## config.mk

```make
export PLATFORM = sky130hd
export DESIGN_NAME = cart_bank_ctrl
export DESIGN_NICKNAME = d
export VERILOG_FILES = /design/src/rtl/cbc_pkg.sv /design/src/rtl/cbc_cmd_dec.sv /design/src/rtl/cbc_rtc.sv /design/src/rtl/cart_bank_ctrl.sv
export SDC_FILE = /design/constraint.sdc
export NUM_CORES = 1
export LEC_CHECK = 0
export ABC_AREA = 1
export BUFFER_PORTS_ARGS = -buffer_cell sky130_fd_sc_hd__buf_2
export CAP_MARGIN = 5
export CORE_MARGIN = 4
export CORE_UTILIZATION = 35
export DETAILED_ROUTE_END_ITERATION = 6
export PLACE_DENSITY_LB_ADDON = 0.15
export SYNTH_ARGS = -nofsm -noshare
export SYNTH_HDL_FRONTEND = slang
export SYNTH_SLANG_ARGS = --single-unit
```

## constraint.sdc

```tcl
create_clock -name clk_i -period 2.5 [get_ports clk_i]
set_input_delay 0.375 -clock clk_i [delete_from_list [all_inputs] [get_ports clk_i]]
set_output_delay 0.375 -clock clk_i [all_outputs]
set_load 0.02 [all_outputs]
```

## src/rtl/cbc_pkg.sv

```systemverilog
package cbc_pkg;
  localparam int SEC_MAX = 59;
  localparam int MIN_MAX = 59;
  localparam int HR_MAX  = 23;
  localparam int DAY_W   = 9;

  localparam logic [2:0] FLD_SEC = 3'd0;
  localparam logic [2:0] FLD_MIN = 3'd1;
  localparam logic [2:0] FLD_HR  = 3'd2;
  localparam logic [2:0] FLD_DL  = 3'd3;
  localparam logic [2:0] FLD_DH  = 3'd4;

  localparam logic [7:0] EN_KEY  = 8'h0A;

  typedef enum logic [1:0] {
    RGN_ENABLE = 2'd0,
    RGN_ROMSEL = 2'd1,
    RGN_WINSEL = 2'd2,
    RGN_LATCH  = 2'd3
  } cmd_rgn_e;

  typedef struct packed {
    logic             carry;
    logic             halt;
    logic [DAY_W-1:0] day;
    logic [4:0]       hr;
    logic [5:0]       mn;
    logic [5:0]       sc;
  } rtc_t;
endpackage

```

## src/rtl/cbc_cmd_dec.sv

```systemverilog
module cbc_cmd_dec
  import cbc_pkg::*;
#(
  parameter int ROM_BANK_W = 7,
  parameter int SEL_W      = 4
) (
  input  logic                  clk_i,
  input  logic                  rst_ni,
  input  logic                  wr_i,
  input  logic [2:0]            addr_hi_i,
  input  logic [7:0]            wdata_i,
  output logic                  ram_en_o,
  output logic [ROM_BANK_W-1:0] rom_bank_o,
  output logic [SEL_W-1:0]      sel_o,
  output logic                  latch_o
);
  logic     cmd_wr;
  cmd_rgn_e rgn;
  logic     zero_seen_q;

  assign cmd_wr = wr_i && !addr_hi_i[2];
  assign rgn    = cmd_rgn_e'(addr_hi_i[1:0]);

  always_ff @(posedge clk_i or negedge rst_ni) begin
    if (!rst_ni) begin
      ram_en_o    <= 1'b0;
      rom_bank_o  <= ROM_BANK_W'(1);
      sel_o       <= '0;
      zero_seen_q <= 1'b0;
    end else if (cmd_wr) begin
      case (rgn)
        RGN_ENABLE: ram_en_o <= (wdata_i == EN_KEY);
        RGN_ROMSEL: rom_bank_o <= (wdata_i[ROM_BANK_W-1:0] == '0) ?
                                  ROM_BANK_W'(1) : wdata_i[ROM_BANK_W-1:0];
        RGN_WINSEL: sel_o <= wdata_i[SEL_W-1:0];
        RGN_LATCH:  zero_seen_q <= (wdata_i == 8'h00);
        default: ;
      endcase
    end
  end

  // latch only when the previous write to this range was 0x00
  assign latch_o = cmd_wr && (rgn == RGN_LATCH) && (wdata_i == 8'h01) && zero_seen_q;

  assert_bank_nonzero_R2: assert property (@(posedge clk_i) disable iff (!rst_ni)
    (cmd_wr && rgn == RGN_ROMSEL) |=> (rom_bank_o != '0));
endmodule

```

## src/rtl/cbc_rtc.sv

```systemverilog
module cbc_rtc
  import cbc_pkg::*;
(
  input  logic       clk_i,
  input  logic       rst_ni,
  input  logic       tick_i,
  input  logic       latch_i,
  input  logic       wr_i,
  input  logic [2:0] fld_i,
  input  logic [7:0] wdata_i,
  output logic [7:0] rdata_o
);
  rtc_t live_q, snap_q, adv;
  logic sc_wrap, mn_wrap, hr_wrap, day_wrap;

  function automatic rtc_t put_fld(rtc_t r, logic [2:0] f, logic [7:0] d);
    rtc_t o = r;
    case (f)
      FLD_SEC: o.sc = d[5:0];
      FLD_MIN: o.mn = d[5:0];
      FLD_HR:  o.hr = d[4:0];
      FLD_DL:  o.day[7:0] = d;
      FLD_DH: begin
        o.day[DAY_W-1] = d[0];
        o.halt         = d[6];
        o.carry        = d[7];
      end
      default: ;
    endcase
    return o;
  endfunction

  assign sc_wrap  = (live_q.sc == 6'(SEC_MAX));
  assign mn_wrap  = (live_q.mn == 6'(MIN_MAX));
  assign hr_wrap  = (live_q.hr == 5'(HR_MAX));
  assign day_wrap = (live_q.day == {DAY_W{1'b1}});

  always_comb begin
    adv    = live_q;
    adv.sc = sc_wrap ? '0 : live_q.sc + 6'd1;
    if (sc_wrap) adv.mn = mn_wrap ? '0 : live_q.mn + 6'd1;
    if (sc_wrap && mn_wrap) adv.hr = hr_wrap ? '0 : live_q.hr + 5'd1;
    if (sc_wrap && mn_wrap && hr_wrap) begin
      adv.day = live_q.day + DAY_W'(1);
      if (day_wrap) adv.carry = 1'b1;
    end
  end

  always_ff @(posedge clk_i or negedge rst_ni) begin
    if (!rst_ni) begin
      live_q <= '0;
      snap_q <= '0;
    end else if (wr_i) begin
      live_q <= put_fld(live_q, fld_i, wdata_i);
      snap_q <= put_fld(snap_q, fld_i, wdata_i);
    end else begin
      if (tick_i && !live_q.halt) live_q <= adv;
      if (latch_i) snap_q <= live_q;
    end
  end

  always_comb begin
    case (fld_i)
      FLD_SEC: rdata_o = {2'b00, snap_q.sc};
      FLD_MIN: rdata_o = {2'b00, snap_q.mn};
      FLD_HR:  rdata_o = {3'b000, snap_q.hr};
      FLD_DL:  rdata_o = snap_q.day[7:0];
      FLD_DH:  rdata_o = {snap_q.carry, snap_q.halt, 5'b0, snap_q.day[DAY_W-1]};
      default: rdata_o = 8'hFF;
    endcase
  end

  assert_sec_wrap_R6: assert property (@(posedge clk_i) disable iff (!rst_ni)
    (tick_i && !wr_i && !live_q.halt && live_q.sc == 6'(SEC_MAX)) |=> (live_q.sc == '0));
  assert_carry_sticky_R7: assert property (@(posedge clk_i) disable iff (!rst_ni)
    (live_q.carry && !(wr_i && fld_i == FLD_DH)) |=> live_q.carry);
  assert_halt_hold_R8: assert property (@(posedge clk_i) disable iff (!rst_ni)
    (live_q.halt && !wr_i) |=> $stable(live_q));
  assert_latch_copy_R9: assert property (@(posedge clk_i) disable iff (!rst_ni)
    (latch_i && !wr_i) |=> (snap_q == $past(live_q)));
endmodule

```

## src/rtl/cart_bank_ctrl.sv

```systemverilog
module cart_bank_ctrl
  import cbc_pkg::*;
#(
  parameter int ROM_BANK_W = 7,
  parameter int RAM_BANK_W = 2
) (
  input  logic                  clk_i,
  input  logic                  rst_ni,
  input  logic                  tick_1hz_i,
  input  logic [2:0]            cpu_addr_hi_i,
  input  logic                  cpu_wr_i,
  input  logic                  cpu_rd_i,
  input  logic [7:0]            cpu_wdata_i,
  input  logic [7:0]            ram_rdata_i,
  output logic [7:0]            cpu_rdata_o,
  output logic [ROM_BANK_W-1:0] rom_bank_o,
  output logic [RAM_BANK_W-1:0] ram_bank_o,
  output logic                  ram_cs_o,
  output logic                  ram_we_o
);
  localparam int SEL_W = 4;

  logic                  ram_en;
  logic [ROM_BANK_W-1:0] bank_q;
  logic [SEL_W-1:0]      sel;
  logic                  latch;
  logic                  in_win, win_open, sel_ram, sel_rtc, rtc_wr;
  logic [7:0]            rtc_rdata;

  cbc_cmd_dec #(.ROM_BANK_W(ROM_BANK_W), .SEL_W(SEL_W)) i_cmd_dec (
    .clk_i      (clk_i),
    .rst_ni     (rst_ni),
    .wr_i       (cpu_wr_i),
    .addr_hi_i  (cpu_addr_hi_i),
    .wdata_i    (cpu_wdata_i),
    .ram_en_o   (ram_en),
    .rom_bank_o (bank_q),
    .sel_o      (sel),
    .latch_o    (latch)
  );

  assign in_win   = (cpu_addr_hi_i == 3'b101);
  assign win_open = ram_en && in_win;
  assign sel_ram  = (sel[SEL_W-1:RAM_BANK_W] == '0);
  assign sel_rtc  = sel[3] && (sel[2:0] <= FLD_DH);
  assign rtc_wr   = win_open && sel_rtc && cpu_wr_i;

  cbc_rtc i_rtc (
    .clk_i   (clk_i),
    .rst_ni  (rst_ni),
    .tick_i  (tick_1hz_i),
    .latch_i (latch),
    .wr_i    (rtc_wr),
    .fld_i   (sel[2:0]),
    .wdata_i (cpu_wdata_i),
    .rdata_o (rtc_rdata)
  );

  assign rom_bank_o = (cpu_addr_hi_i[2:1] == 2'b01) ? bank_q : '0;
  assign ram_bank_o = sel[RAM_BANK_W-1:0];
  assign ram_cs_o   = win_open && sel_ram && (cpu_rd_i || cpu_wr_i);
  assign ram_we_o   = win_open && sel_ram && cpu_wr_i;

  always_comb begin
    if (!win_open)    cpu_rdata_o = 8'hFF;
    else if (sel_ram) cpu_rdata_o = ram_rdata_i;
    else if (sel_rtc) cpu_rdata_o = rtc_rdata;
    else              cpu_rdata_o = 8'hFF;
  end

  assert_cs_closed_R4: assert property (@(posedge clk_i) disable iff (!rst_ni)
    !ram_en |-> (!ram_cs_o && !ram_we_o));
  assert_upper_bank_R2: assert property (@(posedge clk_i) disable iff (!rst_ni)
    (cpu_addr_hi_i[2:1] == 2'b01) |-> (rom_bank_o != '0));
  assert_we_needs_cs_R3: assert property (@(posedge clk_i) disable iff (!rst_ni)
    ram_we_o |-> ram_cs_o);
endmodule

```

==> results by stage <==
Clocking:
- The number of levels the H-tree was split into is 3.
- Clock latency on the worst-skew pair, taken at its later pin, is 0.33 ns.
- TritonCTS created 9 clock buffers.
- The buffer count from post-CTS setup fixing is 0.
- The number of sinks handled by clock tree synthesis is 69.
- Post-CTS repair changed the size of 0 cells.
- The longest clock path from root to sink contains 2 buffers.
- After clock tree synthesis, the clock-pin slew on the worst setup and hold paths is 0.06 ns.
- The hold buffer count at cts is 0.
- TritonCTS built the clock tree.
- The CTS root buffer is sky130_fd_sc_hd__clkbuf_16.

Timing:
- The total setup violations reported at the end of the flow is 0.
- The total count of max-transition violations in the final report is 0.
- Clock skew on the completed layout was measured at 0.00498 ns.
- The highest clock rate is 440 MHz.
- In this run the tightest slew margin relative to its limit is 69.0%.
- The minimum period implied by the final worst setup slack is 2.27 ns.
- The transition time at the pin with the least slew margin is 0.463 ns.
- The number of hold violations in the final report is 0.
- Summed over all failing endpoints, the final setup total negative slack is 0 ns.
- Setup repair after global routing left no endpoint under its margin.
- In the finished design, the share of the clock period the worst path needs comes to 90.9%.

Logic synthesis:
- The part of the Yosys area used for sequential elements is 38.7%.
- The commonest register cell after synthesis is sky130_fd_sc_hd__dfrtp_1.
- Yosys printed 0 warnings.
- Synthesis inferred 69 register bits.
- The post-synth net total is 674.
- The area of the mapped netlist is 0.00447 mm^2.
- For this run, asynchronously set or reset flops after synthesis account for 100%.
- The synthesized netlist contains 36 unique library cells.
- The number of flops mapped to enable cells by yosys is 0.
- In this run the mean area of a mapped cell was 6.93 um^2.
- After technology mapping, the gate count stands at 645.

Setup path:
- The cell that appears most often on the critical path is sky130_fd_sc_hd__nor2_1.
- The data arrival time at the worst-slack endpoint is 1.90 ns.
- The worst setup path is launched from a flip-flop.
- The critical path's largest stage delay is 0.47 ns.
- The worst setup path is captured at an output pin.
- In this run the worst path has a maximum fanout of 8.
- Traced cell by cell, the critical path runs through nor2_1, nand2_1, inv_2, o2bb2ai_1, nor2_1, a21oi_1, buf_2.
- The worst setup path is of the flip-flop to output pin kind.
- The required time reported for the critical path endpoint is 2.12 ns.
- The cell type of the slowest stage on the worst timing path is sky130_fd_sc_hd__dfrtp_1.

Global routing:
- The combined global-route utilization of all metal layers is 18.1%.
- The number of global-route vias before repair was 3,972.
- The maximum number of pins on one net before global-route repair is 70.
- The final global-route overflow total is 0.
- The first global-routing pass estimated 20,700 um of wire.
- The number of antenna violations at the first check in global routing came to 0.

Floorplanning:
- During I/O placement, the number of pins put on the boundary was 43.
- The site row count is 41.
- The die covers 0.0146 mm^2.
- The overall die width is 121 um.
- The vertical die dimension is 121 um.
- The effective utilization at floorplan is 35.6%.
- After floorplanning, the core was sized to cover 0.0126 mm^2.

Power:
- The share of total power consumed by net switching is 28.6%.
- The leakage power total is 2.75 nW.
- The share of total power in sequential cells is 43.6%.
- The internal power component is 0.00206 W.
- The clock network fraction of total power is 41.4%.
- Dividing total power by cell area gives a power density of 566 mW/mm^2.
- The switching component of the power is 0.000828 W.
- The proportion of power drawn by combinational gates is 14.9%.
- The highest ir drop seen on vdd is 0.000311 V.

Route:
- The first-iteration detailed-routing DRC count is 273.
- The count of nets left with antenna violations once routing finished came out at 0.
- After detailed routing, the wire length on met1 is 6170 um.
- The met3 routed wirelength is 601 um.
- The DRC violation count after routing is 0.
- The routed design has 12,800 um of wire.
- The detailed router used layers up to and including met4.
- The routed length per placed instance is 14.8 um.
- The detailed router placed 4,255 vias in this run.
- The detailed-routing iteration count for the pre-antenna-repair pass is 5.
- After detailed routing, the number of vias per cell comes to 4.90.
- Wire segments on met2 add up to 5830 um in the final route.

Flow run:
- The tool flagged a number of max-cap violations equal to 0.

Status:
- The flow ran to the end, and the final reports show no timing, DRC or antenna violations.

Worst hold path:
- The type of the worst min-delay path is primary input to asynchronous set/reset pin.

Finish:
- The fraction of final layout cells with drive strength greater than 1 is 14.7%.
- The antenna diode count is 0.
- The final non-filler cell total is 868.
- The number of nets in the layout is 720.
- Compared with the post-synthesis result, the final layout area differs by 14.4%.

Placed design:
- The count of input and output buffers is 42.
- Routability-driven placement finished with a final weighted congestion of 0.822.
- The sum of net half-perimeters after detailed placement is 9380 um.
- Counting tap cells, the placed design contains a total of 852 instances.
[power groups by stage]
stage / clock (W) / sequential [W] / combinational [W]
4_1_cts: 0.00123 / 0.00126 / 0.000437
5_1_grt: 0.00128 / 0.00127 / 0.000498
3_5_place_dp: 0 / 0.00128 / 0.000434
6_report: 0.00120 / 0.00126 / 0.000432
3_3_place_gp: 0 / 0.00128 / 0.000430
2_1_floorplan: 0 / 0.00126 / 0.000313
[critical path: cells and delay by family (launching register included)]
family | cells | cell delay, ns
simple gates | 3 | 0.47
compound gates | 2 | 0.30
flops | 1 | 0.47
buf+inv | 2 | 0.34
[synth_stat cells (4+ instances only)]
master,n,area (um^2)
sky130_fd_sc_hd__a21oi_1,10,50.1
sky130_fd_sc_hd__buf_6,5,56.3
sky130_fd_sc_hd__dfrtp_1,68,1700
sky130_fd_sc_hd__ha_1,5,62.6
sky130_fd_sc_hd__inv_1,56,210
sky130_fd_sc_hd__inv_2,4,15.0
sky130_fd_sc_hd__nand2_1,269,1010
sky130_fd_sc_hd__nand2_2,9,56.3
sky130_fd_sc_hd__nand2_4,8,90.1
sky130_fd_sc_hd__nand3_1,68,340
sky130_fd_sc_hd__nand4_1,7,43.8
sky130_fd_sc_hd__nor2_1,47,176
sky130_fd_sc_hd__nor2_4,6,67.6
sky130_fd_sc_hd__o21ai_0,36,180
sky130_fd_sc_hd__o21ai_2,5,43.8
sky130_fd_sc_hd__xor2_1,8,70.1
[metal layers]
metal | vias to the layer above | track usage, %
met5 | - | 0
met4 | 0 | 6.80
met1 | 1982 | 24.9
li1 | 2146 | -
met2 | 112 | 29.2
met3 | 15 | 2.38
[registers in the layout, summed over array words and instances (netlist names)]
| register | cells |
|---|---|
| i_cmd_dec.ram_en_o | 1 |
| i_cmd_dec.rom_bank_o | 7 |
| i_cmd_dec.sel_o | 4 |
| i_cmd_dec.zero_seen_q | 1 |
| i_rtc.adv | 1 |
| i_rtc.live_q | 27 |
| i_rtc.snap_q | 28 |
[metrics by stage]
| stage | hold slack, ns | power (W) | worst slack (ns) | cell area, um^2 | util (%) |
|---|---|---|---|---|---|
| 3_5_place_dp | 0.437 | 0.00172 | 0.449 | 4840 | 38.5 |
| 6_report | 0.0496 | 0.00289 | 0.228 | 5110 | 40.7 |
| 5_1_grt | 0.0985 | 0.00305 | 0.0801 | 5110 | 40.7 |
| 2_1_floorplan | 0.0794 | 0.00157 | 0.706 | 4470 | - |
| 3_3_place_gp | 0.433 | 0.00171 | 0.510 | 4840 | 38.5 |
| 4_1_cts | 0.0801 | 0.00293 | 0.202 | 5110 | 40.7 |
[layout by cell type, fill, tap and decap left out, drive strengths merged]
master    instances
xnor2             1
nand2           286
buf              49
nor3              4
clkinvlp          1
a21oi            10
inv              60
nand3b            1
clkbuf           15
o31ai             1
nand3            71
o21ai            44
nand4             8
dfrtp            68
dfstp             1
or2               1
a41oi             1
ha                5
xor2              8
nor2             55
o2bb2ai           3
a31oi             2
a21boi            1
[worst paths after layout]
kind	from	endpoint	slack, ns	cells after the start
max in group asynchronous	rst_ni	i_cmd_dec.rom_bank_o[0]	2.09	2
worst max register to register	i_rtc.live_q[7]	i_rtc.live_q[17]	0.54	7
worst max-delay path	i_cmd_dec.sel_o[0]	cpu_rdata_o[0]	0.23	7
min in group clk_i	cpu_wdata_i[4]	i_cmd_dec.rom_bank_o[4]	0.34	3
worst min register to register	i_cmd_dec.rom_bank_o[0]	i_cmd_dec.rom_bank_o[0]	0.47	2
worst min-delay path	rst_ni	i_rtc.adv[26]	0.05	2
[final cells by class]
cell class                 count  area [um^2]
inverter                      60          225
clock buffer                  15          268
sequential                    69         1730
clock inverter                 1         7.51
timing repair buffer          49          275
multi-input combinational    502         2390
tap                          172          215
fill                        1393         7460
[cells by family (layout without fill, tap and decap cells)]
kind of cell               count (synthesis)  count (layout)  share of synthesized area (%)
buffers and inverters                     74             125                           7.76
adders and majority gates                  5               5                           1.40
and+or+nand+nor                          426             426                           42.5
AOI/OAI and AO/OA                         62              62                           7.87
DFF                                       69              69                           38.7
xor gates and xnor gates                   9               9                           1.76
Power figures use the tool's default switching activity.
